`src/rtl/mel_pkg.sv`:
```
`timescale 1ns/1ps
package mel_pkg;
    localparam int REG_W        = 32;
    localparam int WORD64_W     = 2 * REG_W;
    localparam int THR_LSB      = 16;
    localparam int WIDE_SYN_W   = 8;
    localparam int NARROW_SYN_W = 16;

    localparam int FLAG_SB = 0;
    localparam int FLAG_MB = 1;
    localparam int FLAG_W  = 2;

    localparam int OFF_STATUS  = 0;
    localparam int OFF_IRQ_EN  = 1;
    localparam int OFF_MASK    = 2;
    localparam int OFF_THRESH  = 3;
    localparam int OFF_CFG     = 4;
    localparam int OFF_CAP_DHI = 5;
    localparam int OFF_CAP_DLO = 6;
    localparam int OFF_CAP_CHK = 7;
    localparam int OFF_CAP_ALO = 8;
    localparam int OFF_CAP_AHI = 9;
endpackage

```
`src/rtl/mel_sbe_counter.sv`:
```
`timescale 1ns/1ps
module mel_sbe_counter #(
    parameter int THR_W = 8
) (
    input  logic             clk,
    input  logic             rst_n,
    input  logic             hit,
    input  logic             thr_we,
    input  logic [THR_W-1:0] thr_wdata,
    output logic [THR_W-1:0] thr_o,
    output logic [THR_W-1:0] cnt_o,
    output logic             fire_o
);
    typedef struct packed {
        logic [THR_W-1:0] thr;
        logic [THR_W-1:0] cnt;
    } cnt_state_t;

    cnt_state_t       st_d, st_q;
    logic [THR_W:0]   cnt_next;

    always_comb begin
        st_d     = st_q;
        fire_o   = 1'b0;
        cnt_next = {1'b0, st_q.cnt} + {{THR_W{1'b0}}, 1'b1};
        if (thr_we) begin
            st_d.thr = thr_wdata;
            st_d.cnt = '0;
        end else if (hit && (st_q.thr != '0)) begin
            if (cnt_next >= {1'b0, st_q.thr}) begin
                fire_o   = 1'b1;
                st_d.cnt = '0;
            end else begin
                st_d.cnt = cnt_next[THR_W-1:0];
            end
        end
    end

    always_ff @(posedge clk) begin
        if (!rst_n) st_q <= '0;
        else        st_q <= st_d;
    end

    assign thr_o = st_q.thr;
    assign cnt_o = st_q.cnt;

    // the count never sits at or above a nonzero threshold
    assert_cnt_window_R3: assert property (@(posedge clk) disable iff (!rst_n)
        (st_q.cnt < st_q.thr) || (st_q.cnt == '0));

    // a zero threshold leaves the count untouched
    assert_zero_thr_hold_R4: assert property (@(posedge clk) disable iff (!rst_n)
        (st_q.thr == '0 && !thr_we) |=> $stable(st_q.cnt));

    // a threshold write restarts the window
    assert_thr_write_clears_R10: assert property (@(posedge clk) disable iff (!rst_n)
        thr_we |=> (st_q.cnt == '0));
endmodule

```
`src/rtl/mel_snapshot.sv`:
```
`timescale 1ns/1ps
module mel_snapshot
    import mel_pkg::*;
#(
    parameter int CHK_W = 16
) (
    input  logic                clk,
    input  logic                rst_n,
    input  logic                load,
    input  logic                narrow,
    input  logic [WORD64_W-1:0] ev_addr,
    input  logic [WORD64_W-1:0] ev_data,
    input  logic [CHK_W-1:0]    ev_chk,
    output logic [WORD64_W-1:0] cap_addr,
    output logic [WORD64_W-1:0] cap_data,
    output logic [CHK_W-1:0]    cap_chk
);
    function automatic logic [CHK_W-1:0] keep_low(input int n);
        logic [CHK_W-1:0] m;
        for (int i = 0; i < CHK_W; i++) m[i] = (i < n);
        return m;
    endfunction

    localparam logic [CHK_W-1:0] WIDE_KEEP   = keep_low(WIDE_SYN_W);
    localparam logic [CHK_W-1:0] NARROW_KEEP = keep_low(NARROW_SYN_W);

    typedef struct packed {
        logic [WORD64_W-1:0] addr;
        logic [WORD64_W-1:0] data;
        logic [CHK_W-1:0]    chk;
    } snap_t;

    snap_t snap_d, snap_q;

    always_comb begin
        snap_d = snap_q;
        if (load) begin
            snap_d.addr = ev_addr;
            snap_d.data = ev_data;
            snap_d.chk  = ev_chk & (narrow ? NARROW_KEEP : WIDE_KEEP);
        end
    end

    always_ff @(posedge clk) begin
        if (!rst_n) snap_q <= '0;
        else        snap_q <= snap_d;
    end

    assign cap_addr = snap_q.addr;
    assign cap_data = snap_q.data;
    assign cap_chk  = snap_q.chk;

    // without a load the snapshot does not move
    assert_snap_hold_R7: assert property (@(posedge clk) disable iff (!rst_n)
        !load |=> $stable(snap_q));
endmodule

```
`src/rtl/mem_err_logger.sv`:
```
`timescale 1ns/1ps
module mem_err_logger
    import mel_pkg::*;
#(
    parameter int CHK_W  = 16,
    parameter int THR_W  = 8,
    parameter int REG_AW = 4
) (
    input  logic                clk,
    input  logic                rst_n,
    input  logic                ev_sbe,
    input  logic                ev_mbe,
    input  logic [WORD64_W-1:0] ev_addr,
    input  logic [WORD64_W-1:0] ev_data,
    input  logic [CHK_W-1:0]    ev_chk,
    input  logic                reg_wr,
    input  logic [REG_AW-1:0]   reg_addr,
    input  logic [REG_W-1:0]    reg_wdata,
    output logic [REG_W-1:0]    reg_rdata,
    output logic                irq
);
    typedef struct packed {
        logic [FLAG_W-1:0] status;
        logic [FLAG_W-1:0] irq_en;
        logic [FLAG_W-1:0] mask;
        logic              narrow;
    } ctl_state_t;

    ctl_state_t           ctl_d, ctl_q;
    logic                 sb_hit, mb_hit, sb_fire;
    logic [FLAG_W-1:0]    set_v, clr_v;
    logic                 snap_load;
    logic                 thr_we;
    logic [THR_W-1:0]     thr_q, cnt_q;
    logic [WORD64_W-1:0]  cap_addr, cap_data;
    logic [CHK_W-1:0]     cap_chk;

    function automatic logic wr_at(input int off);
        return reg_wr && (reg_addr == REG_AW'(off));
    endfunction

    always_comb begin
        ctl_d     = ctl_q;
        sb_hit    = ev_sbe && !ctl_q.mask[FLAG_SB];
        mb_hit    = ev_mbe && !ctl_q.mask[FLAG_MB];
        set_v     = '0;
        set_v[FLAG_SB] = sb_fire;
        set_v[FLAG_MB] = mb_hit;
        clr_v     = wr_at(OFF_STATUS) ? reg_wdata[FLAG_W-1:0] : '0;
        thr_we    = wr_at(OFF_THRESH);
        snap_load = (ctl_q.status == '0) && (set_v != '0);

        ctl_d.status = (ctl_q.status & ~clr_v) | set_v;
        if (wr_at(OFF_IRQ_EN)) ctl_d.irq_en = reg_wdata[FLAG_W-1:0];
        if (wr_at(OFF_MASK))   ctl_d.mask   = reg_wdata[FLAG_W-1:0];
        if (wr_at(OFF_CFG))    ctl_d.narrow = reg_wdata[0];
    end

    always_ff @(posedge clk) begin
        if (!rst_n) ctl_q <= '0;
        else        ctl_q <= ctl_d;
    end

    mel_sbe_counter #(.THR_W(THR_W)) u_cnt (
        .clk       (clk),
        .rst_n     (rst_n),
        .hit       (sb_hit),
        .thr_we    (thr_we),
        .thr_wdata (reg_wdata[THR_LSB +: THR_W]),
        .thr_o     (thr_q),
        .cnt_o     (cnt_q),
        .fire_o    (sb_fire)
    );

    mel_snapshot #(.CHK_W(CHK_W)) u_snap (
        .clk      (clk),
        .rst_n    (rst_n),
        .load     (snap_load),
        .narrow   (ctl_q.narrow),
        .ev_addr  (ev_addr),
        .ev_data  (ev_data),
        .ev_chk   (ev_chk),
        .cap_addr (cap_addr),
        .cap_data (cap_data),
        .cap_chk  (cap_chk)
    );

    always_comb begin
        reg_rdata = '0;
        case (reg_addr)
            REG_AW'(OFF_STATUS):  reg_rdata = REG_W'(ctl_q.status);
            REG_AW'(OFF_IRQ_EN):  reg_rdata = REG_W'(ctl_q.irq_en);
            REG_AW'(OFF_MASK):    reg_rdata = REG_W'(ctl_q.mask);
            REG_AW'(OFF_THRESH): begin
                reg_rdata[THR_LSB +: THR_W] = thr_q;
                reg_rdata[0 +: THR_W]       = cnt_q;
            end
            REG_AW'(OFF_CFG):     reg_rdata = REG_W'(ctl_q.narrow);
            REG_AW'(OFF_CAP_DHI): reg_rdata = cap_data[REG_W +: REG_W];
            REG_AW'(OFF_CAP_DLO): reg_rdata = cap_data[0 +: REG_W];
            REG_AW'(OFF_CAP_CHK): reg_rdata = REG_W'(cap_chk);
            REG_AW'(OFF_CAP_ALO): reg_rdata = cap_addr[0 +: REG_W];
            REG_AW'(OFF_CAP_AHI): reg_rdata = cap_addr[REG_W +: REG_W];
            default:              reg_rdata = '0;
        endcase
    end

    assign irq = |(ctl_q.status & ctl_q.irq_en);

    logic unused_wdata;
    assign unused_wdata = ^reg_wdata;

    // an unmasked uncorrectable event is flagged on the next edge
    assert_mb_flag_R2: assert property (@(posedge clk) disable iff (!rst_n)
        (ev_mbe && !ctl_q.mask[FLAG_MB]) |=> ctl_q.status[FLAG_MB]);

    // a pending flag stays until a one is written to it
    assert_sb_sticky_R6: assert property (@(posedge clk) disable iff (!rst_n)
        (ctl_q.status[FLAG_SB] && !(wr_at(OFF_STATUS) && reg_wdata[FLAG_SB]))
        |=> ctl_q.status[FLAG_SB]);

    // the first snapshot survives while anything is pending
    assert_first_kept_R7: assert property (@(posedge clk) disable iff (!rst_n)
        (ctl_q.status != '0) |=> ($stable(cap_addr) && $stable(cap_data) && $stable(cap_chk)));

    // the interrupt only drops after a register write
    assert_irq_level_R9: assert property (@(posedge clk) disable iff (!rst_n)
        (irq && !reg_wr) |=> irq);
endmodule

```
`config.mk`:
```
export PLATFORM = sky130hd
export DESIGN_NAME = mem_err_logger
export DESIGN_NICKNAME = d
export VERILOG_FILES = /design/src/rtl/mel_pkg.sv /design/src/rtl/mel_sbe_counter.sv /design/src/rtl/mel_snapshot.sv /design/src/rtl/mem_err_logger.sv
export SDC_FILE = /design/constraint.sdc
export NUM_CORES = 1
export LEC_CHECK = 0
export BUFFER_PORTS_ARGS = -buffer_cell sky130_fd_sc_hd__buf_4
export CORE_MARGIN = 2
export CORE_UTILIZATION = 30
export CTS_CLUSTER_DIAMETER = 100
export DETAILED_ROUTE_END_ITERATION = 10
export GPL_TIMING_DRIVEN = 0
export SYNTH_ARGS = -nofsm -noshare
export SYNTH_HDL_FRONTEND = slang
export SYNTH_SLANG_ARGS = --single-unit
```
`constraint.sdc`:
```
create_clock -name clk -period 4.1 [get_ports clk]
set_clock_uncertainty 0.1 [all_clocks]
set_input_delay 0.82 -clock clk [delete_from_list [all_inputs] [get_ports clk]]
set_output_delay 0.82 -clock clk [all_outputs]
set_load 0.01 [all_outputs]
```
[Word-level counts from Yosys, hierarchy flattened]
Index checks and enable logic that the tools add are counted.
Word-level totals
  register bits after elaboration: 167
  memory bits (writable): 0
  word-level logic and storage cells: 53
  input port bits: 185
  output and inout bits: 33
  bits in latches: 0
  bits in read-only memories: 0
  memories kept: 0
Cells by class
  equality and inequality tests: 9
  reductions and logical operators: 17
  shift operators: 0
  bitwise gates (word level): 6
  $mul: 0
  div/mod/pow operators: 0
  $lt $le $gt $ge: 1
  $add $sub $neg: 1
  multiplexer cells: 10
Operator list (count)
  one-hot mux 8 bit (10 select lines): 1
  one-hot mux 8 bit (5 select lines): 2
  one-hot mux 8 bit (4 select lines): 1
  AND 16 bit: 1
  == test 4 x 3 -> 1 bit (second input constant): 4
  2-to-1 mux 16 bit: 1
  adder 8 x 1 -> 9 bit (second input constant): 1
  >= comparator 9 x 8 -> 1 bit: 1
  logical AND 1 bit: 9
  == test 4 x 2 -> 1 bit (second input constant): 2
  == test 4 bit (second input constant): 2
  2-to-1 mux 8 bit: 1
  nonzero test 8 bit: 1
  AND 2 bit: 2
  == test 4 x 1 -> 1 bit (second input constant): 1
  zero test 4 bit: 1
  OR reduction 2 bit: 2
  2-to-1 mux 1 bit: 3
  zero test 1 bit: 2
  zero test 2 bit: 1
  2-to-1 mux 2 bit: 1
  inverter 2 bit: 1
  OR 2 bit: 1
  nonzero test 2 bit: 1
  inverter 1 bit: 1

[Logic depth before layout (Yosys ltp)]
Gate-level depths: netlist of the first run.
  depth in word-level cells: 7
  mapped depth: 13
  mapped depth without buffers: 9

[Cells and area by module]
Synthesis of the first run repeated with hierarchy kept, for this count alone.
Unflattened totals
  cell total of the unflattened synthesis: 818
  area total of the unflattened synthesis: 8249.2 um^2
Modules (own cells, without submodules)
  mel_snapshot: seq. area each 2882.8 um^2, area each 5526.6 um^2, cells an instance 475, times used 1
  mem_err_logger: seq. area each 140.1 um^2, area each 1644.1 um^2, cells an instance 223, times used 1
  mel_sbe_counter: seq. area each 320.3 um^2, area each 1078.5 um^2, cells an instance 120, times used 1

[Worst setup path after synthesis of the first run]
OpenSTA, ideal clock, no wires.
  kind: flip-flop to flip-flop
  start: register u_cnt.st_q (netlist bit u_cnt.cnt_o[2])
  end: register u_snap.snap_q (netlist bit u_snap.cap_addr[25])
  buffers on the path: 4
  setup time: 72 ps
  cell stages (with the launch flop): 14
  slack: 765 ps
  data required time: 3928 ps
  arrival: 3163 ps
  clock period less this slack: 3335 ps
  cells stage by stage: dfxtp_1 > clkbuf_1 > nand3_1 > o21a_1 > or2_2 > ha_1 > and3_1 > a221o_1 > a211oi_1 > a2bb2oi_1 > buf_2 > buf_6 > buf_6 > mux2i_1
Between the ends
  cells in the longest elaborated chain, start to end: 7
RTL lines
  start, declared: line mel_sbe_counter.sv:19  | cnt_state_t st_d, st_q;
  start signal, assigned: line mel_sbe_counter.sv:41  | else st_q <= st_d;
  adder 8 x 1 -> 9 bit: line mel_sbe_counter.sv:25  | cnt_next = {1'b0, st_q.cnt} + {{THR_W{1'b0}}, 1'b1};
  >= comparator 9 x 8 -> 1 bit: line mel_sbe_counter.sv:30  | if (cnt_next >= {1'b0, st_q.thr}) begin
  2-to-1 mux 1 bit: line mel_sbe_counter.sv:30
  2-to-1 mux 1 bit: line mel_sbe_counter.sv:29  | end else if (hit && (st_q.thr != '0)) begin
  2-to-1 mux 1 bit: line mel_sbe_counter.sv:26  | if (thr_we) begin
  nonzero test 2 bit: line mem_err_logger.sv:51  | snap_load = (ctl_q.status == '0) && (set_v != '0);
  logical AND 1 bit: line mem_err_logger.sv:51
  end signal, assigned: line mel_snapshot.sv:46  | else snap_q <= snap_d;
  end, declared: line mel_snapshot.sv:33  | snap_t snap_d, snap_q;
No other way between the ends.
A chain may end at the register's enable or synchronous reset.

[Final worst setup path of the first run]
  start: input reg_addr[3]
  end: output reg_rdata[2]
Between the ends
  cells in the longest elaborated chain, start to end: 2
  elaborated cells between the ends (all ways): 11
  classes of those cells: 9 x eq/ne; 1 x mux; 1 x reduce/logical
RTL lines
  start, declared: line mem_err_logger.sv:17  | input logic [REG_AW-1:0] reg_addr,
  == test 4 bit, or another cell as far along: line mem_err_logger.sv:90  | case (reg_addr)
  one-hot mux 8 bit (10 select lines) (*): line mem_err_logger.sv:90
  end, declared: line mem_err_logger.sv:19  | output logic [REG_W-1:0] reg_rdata,
Every way passes the cells marked *; elsewhere a longest branch is shown, timed or not.

==> flow_summary.toml, run 1 <==
[cells_and_area]
final_cell_mix = "nand2_1, buf_4, dfxtp_1"
multi_input_area_sq_mm = 0.00422
final_nets = 1349
final_common_cell = "nand2_1"
fill_cells = 2727
area_growth_pct = 31.5
diodes = 0
drive_above_1_share = 0.213
seq_area_sq_mm = 0.00334

[clock_network]
clock-root-buffer = "clkbuf_16"
cts_hold_buffers = 0
clk_pin_slew_worst_paths_ns = 0.06
cts_buffers = 17
cts_max_level = 4
cts_tree = "yes"
insertion_delay_ns = 0.43
cts_buffer_depth = 2
cts_sinks = 167
cts_setup_buffers = 0

[route]
met2_length_mm = 13.0
finalWirelength_mm = 27.8
remaining_drc_errors = 0
viasPerCell = 4.90
drt_iter0_drc = 590
route.met3.wl_mm = 1.30
wl_per_cell_um = 18.5
via_count = 7367
top_layer = "met4"
drt-met1-wl_mm = 13.0
dr.pass1.iters = 6
antenna_left = 0

[global_routing]
grt_pass1_vias = 7268
antenna_found_initial = 0
grt_usage = 0.196
grt-ovfl-total = 0
grt_pass1_wl_mm = 41.7
grt_max_degree = 17

[power_and_ir_drop]
seq_power_share = 0.442
switching_share = 0.261
p_leak_nw = 4.84
p_sw_mw = 1.06
clkPwrFrac = 0.413
ir_drop_mv = 0.271
power_density_mw_per_mm2 = 390
comb_power_share = 0.145
p_int_mw = 3.01

[critical_path]
cp.required_ns = 3.18
startpoint_type = "input port"
cp_max_fo = 10
startpoint = "reg_addr[3]"
worst-path-buf-inv = 4
r2r-start = "u_cnt.cnt_o[2]"
cp_slowest_stage_delay_ns = 0.54
cp_top_family = "buffers and inverters"
cpMaxStageDelayCell = "clkbuf_1"
arrival_ns = 3.02
worstPathCellList = "buf_4, clkbuf_1, nand2b_1, nor2_1, clkbuf_1, a22oi_1, nand3_1, buf_4"
crit_type = "in2out"
end_kind = "primary output"

[sta]
hold_ws_ns = 0.358
min_period_over_period = 0.961
worstMarginPinSlew_ns = 0.667
min_period_ns = 3.94
setup_slack_ns = 0.161
setup_violations = 0
rsz0062_at_grt = "no"
fmax_ghz = 0.254
tns_ns = 0
hold_viol = 0
slew_viol_final = 0
relSlewSlack = 0.555

[logic_synthesis]
synth_cell_types = 43
synth_flop_cell = "dfxtp_1"
synth_compound_area_frac = 0.0870
synth_area_sq_mm = 0.00794
yosys_register_bits = 167
seq_area_frac_synth = 0.421
syn_inst = 943
muxShareOfSynthArea = 0.202
synthSimpleGateAreaFrac = 0.221
ys_async_sr_fraction = 0
synth_xor_area_frac = 0.00552
synth-edff-count = 0
ys_warn_count = 0
syn-num-nets = 1137
synth_top_family_by_area = "simple AND/OR/NAND/NOR gates"
synth-adder-area-share = 0.0142
syn_avg_cell_area_sq_um = 8.42

[min_path]
holdCritPathClass = "reg2reg"
hp-start = "u_snap.cap_addr[3]"

[floorplan]
coreArea_sq_mm = 0.0260
start_util = 0.306
dieArea_sq_mm = 0.0278
dieWidth_um = 167
rows = 59
io_pins = 218
fp.dieH_um = 167

[placed_design]
hpwl_mm = 21.5
post-place-ws_ns = 0.0441
routabilityCongestion = 0.839
numPortBuffers = 193

[job]
drv_cap = 0

[status]
status = "completed"
-- synthesized netlist by cell type, drive strengths merged, types with 3 or more instances --
cell type	count	share of area
and3	3	0.0024
a22oi	42	0.040
o21ai	3	0.0019
nand2b	3	0.0024
nor3b	4	0.0038
buf	20	0.018
nor2b	17	0.013
a21oi	9	0.0057
nor2	6	0.0028
a222oi	16	0.020
nand2	343	0.16
inv	10	0.0047
a31oi	4	0.0032
ha	9	0.014
dfxtp	167	0.42
xnor2	3	0.0033
nor3	12	0.0076
a21boi	3	0.0028
nand3	24	0.015
clkbuf	57	0.027
mux2i	159	0.20
and2	3	0.0024
nor4	4	0.0032
-- cells by family after synthesis --
family,after synthesis
and+or+nand+nor,425
DFF,167
muxes,160
AOI/OAI and AO/OA,90
buffers and inverters,87
adders and majority gates,9
xor gates and xnor gates,5
-- metal layers --
layer,track usage,vias up
met2,0.319,223
met1,0.269,3480
met3,0.0323,36
li1,-,3628
met5,0,-
met4,0.0558,0
-- worst paths after layout --
path	cells past startpoint	endpoint	slack, ns
max	8	reg_rdata[2]	0.16
min	2	u_snap.cap_addr[3]	0.36
max reg2reg	13	u_snap.cap_data[3]	0.22
min reg2reg	2	u_snap.cap_addr[3]	0.36
-- flip-flops by register name, indices dropped and copies added (netlist names) --
register	flops
u_cnt.thr_o	8
u_cnt.cnt_o	8
u_snap.cap_chk	16
u_snap.cap_addr	64
ctl_q	7
u_snap.cap_data	64
-- power groups by stage --
stage | clock (mW) | sequential [mW] | combinational, mW
global route | 1.76 | 1.81 | 0.636
floorplan | 0 | 1.81 | 0.338
detailed placement | 0 | 1.83 | 0.589
finish | 1.68 | 1.80 | 0.588
CTS | 1.70 | 1.80 | 0.591
global placement | 0 | 1.83 | 0.580
-- through the flow --
step	utilization	cells	power, mW	cell area [sq um]
final	0.402	1503	4.07	10400
after detailed placement	0.377	1471	2.42	9810
after global routing	0.402	1503	4.21	10400
after CTS	0.401	1503	4.08	10400
after global placement	0.377	1471	2.41	9810
after floorplan	-	943	2.15	7940
-- area by class of cell --
cell class,count,area share
well taps,335,0.0402
clock inverters,12,0.0145
repair buffers,193,0.139
multi-input cells,689,0.405
inverters,10,0.00360
plain buffers,77,0.0342
flip-flops and latches,167,0.320
clock buffers,20,0.0438
-- worst register-to-register path: stages (launching register included) --
cell and delay (ns):
dfxtp_1 0.31, clkbuf_1 0.32, nand3_2 0.24, o21a_1 0.24, or2_2 0.30, ha_1 0.28
and3_1 0.17, a221o_1 0.33, a211oi_2 0.34, a2bb2oi_1 0.20, buf_2 0.30, buf_6 0.25
buf_6 0.20, mux2i_1 0.22
-- timing repair --
action / CTS / global route
setup endpoints to repair: 0 / 150
hold endpoints to repair: 0 / 0
resized for setup: 0 / 6
No activity file was read; power rests on OpenSTA's default activity.
==> run 2, diff against run 1 <==
Settings changed: CORE_ASPECT_RATIO set to 0.7.
==> flow_summary.toml, run 2 (same netlist as run 1, synthesis figures left out) <==
[global_routing]
grt-ovfl-total = 0
grt_usage = 0.207
grt_pass1_vias = 7234
grt_max_degree = 17
grt_pass1_wl_mm = 42.9
antenna_found_initial = 0

[power_and_ir_drop]
p_sw_mw = 1.07
p_int_mw = 3.02
p_leak_nw = 4.84
ir_drop_mv = 0.304
comb_power_share = 0.146
clkPwrFrac = 0.414
switching_share = 0.262
power_density_mw_per_mm2 = 392
seq_power_share = 0.439

[clock_network]
clk_pin_slew_worst_paths_ns = 0.06
clock-root-buffer = "clkbuf_16"
cts_sinks = 167
cts_buffers = 17
cts_hold_buffers = 0
insertion_delay_ns = 0.44
cts_setup_buffers = 0
cts_buffer_depth = 2
cts_max_level = 4
cts_tree = "yes"

[route]
remaining_drc_errors = 0
dr.pass1.iters = 7
drt_iter0_drc = 671
via_count = 7529
finalWirelength_mm = 28.9
antenna_left = 0
wl_per_cell_um = 19.0
viasPerCell = 4.94

[sta]
slew_viol_final = 0
worstMarginPinSlew_ns = 0.790
hold_viol = 0
fmax_ghz = 0.253
hold_ws_ns = 0.359
setup_violations = 0
relSlewSlack = 0.474
rsz0062_at_grt = "no"
min_period_over_period = 0.963
min_period_ns = 3.95

[floorplan]
dieArea_sq_mm = 0.0278
fp.dieH_um = 140
io_pins = 218
rows = 49
coreArea_sq_mm = 0.0259
dieWidth_um = 198
start_util = 0.307

[placed_design]
numPortBuffers = 193
hpwl_mm = 22.4
routabilityCongestion = 0.896

[cells_and_area]
fin_util = 0.404
final_cell_mix = "nand2_1, buf_4, dfxtp_1"
fill_cells = 2703
final_common_cell = "nand2_1"
area_growth_pct = 31.8
final_nets = 1348
diodes = 0
drive_above_1_share = 0.214

[min_path]
holdCritPathClass = "reg2reg"
holdPathStages = 2

[critical_path]
cp_slowest_stage_delay_ns = 0.59
cp.required_ns = 3.18
crit_type = "in2out"
arrival_ns = 3.03
cp_max_fo = 10
startpoint_type = "input port"
reg2regPathDepth = 13
worstPathCellList = "buf_4, clkbuf_1, nand2b_1, nor3_1, clkbuf_1, a22oi_1, nand3_1, buf_4"
end_kind = "primary output"
cpMaxStageDelayCell = "clkbuf_1"

[job]
drv_cap = 0

[status]
status = "completed"
[run 2: power groups by stage]
stage / sequential [mW] / combinational (mW) / clock (mW)
floorplan: 1.81 / 0.338 / 0
global placement: 1.83 / 0.587 / 0
detailed placement: 1.83 / 0.595 / 0
CTS: 1.80 / 0.598 / 1.72
global route: 1.81 / 0.648 / 1.79
finish: 1.80 / 0.600 / 1.70
[run 2: cell type report]
type,count,area [sq um],area share
Inverter,10,37.5,0.00359
Timing Repair Buffer,193,1450,0.138
Sequential cell,167,3340,0.320
Buffer,76,354,0.0338
Multi-Input combinational cell,689,4220,0.403
Clock inverter,10,143,0.0136
Tap cell,357,447,0.0427
Clock buffer,21,470,0.0450
[run 2: final timing paths]
| path | from | to | slack, ns |
|---|---|---|---|
| min reg2reg | u_snap.cap_data[63] | u_snap.cap_data[63] | 0.36 |
| min | u_snap.cap_data[63] | u_snap.cap_data[63] | 0.36 |
| max reg2reg | u_cnt.cnt_o[3] | u_snap.cap_addr[33] | 0.31 |
| max | reg_addr[3] | reg_rdata[21] | 0.15 |
[run 2: worst max-delay path, delay by kind of cell]
kind / cells / cell delay (ns)
buffers and inverters: 4 / 1.07
AND/OR/NAND/NOR: 3 / 0.82
AO/OA/AOI/OAI: 1 / 0.30
[run 2: metal layers]
| metal | GRT usage | part of all wire | vias to the layer above |
|---|---|---|---|
| li1 | - | - | 3639 |
| met3 | 0.0477 | 0.087 | 24 |
| met2 | 0.297 | 0.41 | 325 |
| met5 | 0 | 0 | - |
| met1 | 0.312 | 0.49 | 3541 |
| met4 | 0.0479 | 0.014 | 0 |
[run 2: stage by stage]
| step | setup TNS (ns) | power (mW) | std cells | setup slack [ns] | area [sq um] |
|---|---|---|---|---|---|
| floorplan | 0 | 2.15 | 943 | 0.765 | 7940 |
| global placement | 0 | 2.42 | 1493 | 0.0492 | 9830 |
| detailed placement | -1.69 | 2.43 | 1493 | -0.0550 | 9830 |
| CTS | 0 | 4.11 | 1524 | 0.0500 | 10500 |
| global route | 0 | 4.24 | 1523 | 0.0547 | 10500 |
| finish | 0 | 4.10 | 1523 | 0.150 | 10500 |
[run 2: what timing repair did]
item	CTS	global route
setup endpoints to repair	98	149
gates resized for setup	1	7
pin swaps	0	0
cloned	0	0
==> run 3, diff against run 2 <==
Settings changed: CORE_UTILIZATION 30 to 53, PLACE_DENSITY set to 0.81.
==> flow_summary.toml, run 3 (same netlist as run 1, synthesis figures left out) <==
[status]
status = "completed"

[job]
drv_cap = 0

[critical_path]
arrival_ns = 2.98
cp.required_ns = 3.18
worst-path-buf-inv = 4
r2r-start = "u_cnt.cnt_o[3]"
cp_max_fo = 10
startpoint_type = "input port"
crit_type = "in2out"
cp_top_family = "simple AND/OR/NAND/NOR gates"
end_kind = "primary output"
reg2reg_slack_ns = 0.25
cpMaxStageDelayCell = "nor2_1"
cp_slowest_stage_delay_ns = 0.51
reg2regPathDepth = 13
worstPathCellList = "buf_4, clkbuf_1, nand2b_1, nor2_1, clkbuf_1, a22oi_1, nand3_1, buf_4"
reg2reg_to = "u_snap.cap_data[21]"

[clock_network]
insertion_delay_ns = 0.43
cts_setup_buffers = 0
cts_hold_buffers = 0
cts_tree = "yes"
cts_sinks = 167
cts_buffer_depth = 2
clk_pin_slew_worst_paths_ns = 0.07
cts_max_level = 4
clock-root-buffer = "clkbuf_16"
cts_buffers = 17

[global_routing]
antenna_found_initial = 0
grt_pass1_wl_mm = 38.7
grt_pass1_vias = 7385
grt_max_degree = 18
grt_usage = 0.319
grt-ovfl-total = 0

[cells_and_area]
multi_input_area_sq_mm = 0.00421
final_nets = 1348
fill_cells = 1192
area_growth_pct = 28.8
diodes = 0
final_common_cell = "nand2_1"
fin_util = 0.697
seq_area_sq_mm = 0.00334
final_cell_mix = "nand2_1, buf_4, dfxtp_1"
drive_above_1_share = 0.212

[sta]
fmax_ghz = 0.256
setup_violations = 0
min_period_ns = 3.90
hold_ws_ns = 0.358
slew_viol_final = 0
hold_viol = 0
rsz0062_at_grt = "no"
relSlewSlack = 0.372
worstMarginPinSlew_ns = 0.934
min_period_over_period = 0.951

[floorplan]
dieWidth_um = 150
start_util = 0.541
rows = 37
coreArea_sq_mm = 0.0147
io_pins = 218
fp.dieH_um = 106
dieArea_sq_mm = 0.0160

[route]
via_count = 7692
wl_per_cell_um = 18.7
viasPerCell = 5.65
remaining_drc_errors = 0
antenna_left = 0
dr.pass1.iters = 6
finalWirelength_mm = 25.5
drt_iter0_drc = 881

[placed_design]
numPortBuffers = 193
routabilityCongestion = 0.943
hpwl_mm = 19.4

[min_path]
holdPathStages = 2
holdPathEnd = "u_snap.cap_addr[16]"
holdCritPathClass = "reg2reg"
hp-start = "u_snap.cap_addr[16]"

[power_and_ir_drop]
p_leak_nw = 4.83
ir_drop_mv = 0.345
power_density_mw_per_mm2 = 390
run 3: cell types whose count changed in the layout (fill, tap and decap cells not counted), sizes merged:
cell      change
inv           +6
clkinv        +3
clkbuf        -4
clkinvlp      -2
bufinv        -2
run 3: final cells by class:
class	instances	share of cell area
Multi-Input combinational cell	689	0.412
Sequential cell	167	0.327
Timing Repair Buffer	193	0.142
Clock buffer	17	0.0416
Buffer	76	0.0344
Tap cell	195	0.0239
Clock inverter	15	0.0158
Inverter	10	0.00367
run 3: worst min-delay path, cell delays in order, from the launching register on:
cell     delay, ns
dfxtp_1       0.31
nand2_1       0.05
mux2i_1       0.05
run 3: worst max path at each step:
stage          depth (start not counted)             endpoint  slack [ns]      startpoint
5_1_grt                                8         reg_rdata[1]        0.04     reg_addr[1]
3_3_place_gp                          13  u_snap.cap_addr[56]        0.07  u_cnt.cnt_o[2]
3_5_place_dp                          13  u_snap.cap_data[21]       -0.03  u_cnt.cnt_o[2]
2_1_floorplan                         13  u_snap.cap_addr[25]        0.77  u_cnt.cnt_o[2]
4_1_cts                               13  u_snap.cap_data[21]        0.14  u_cnt.cnt_o[2]
6_report                               8         reg_rdata[3]        0.20     reg_addr[3]
run 3: where the power goes:
| part | internal, mW | switching (mW) |
|---|---|---|
| clock | 0.864 | 0.740 |
| combinational | 0.280 | 0.307 |
| sequential | 1.73 | 0.0642 |
| total | 2.88 | 1.11 |
run 3: routing by layer:
metal | share of wire | vias up | global-route usage
met2 | 0.43 | 424 | 0.471
met5 | 0 | - | 0
li1 | - | 3649 | -
met3 | 0.11 | 59 | 0.0635
met4 | 0.033 | 0 | 0.137
met1 | 0.43 | 3560 | 0.452
run 3: repair_timing:
action	CTS	global route
cloned	0	0
gates resized for setup	1	1
endpoints found under the setup margin	71	140
run 3: metrics by stage:
step / setup TNS [ns] / cells / instance area, sq um / total power, mW / worst slack (ns)
after global routing: 0 / 1362 / 10200 / 4.11 / 0.0356
after global placement: 0 / 1331 / 9630 / 2.39 / 0.0731
final: 0 / 1362 / 10200 / 3.99 / 0.200
after detailed placement: -0.186 / 1331 / 9630 / 2.41 / -0.0338
after floorplan: 0 / 943 / 7940 / 2.15 / 0.765
after CTS: 0 / 1363 / 10200 / 3.98 / 0.135
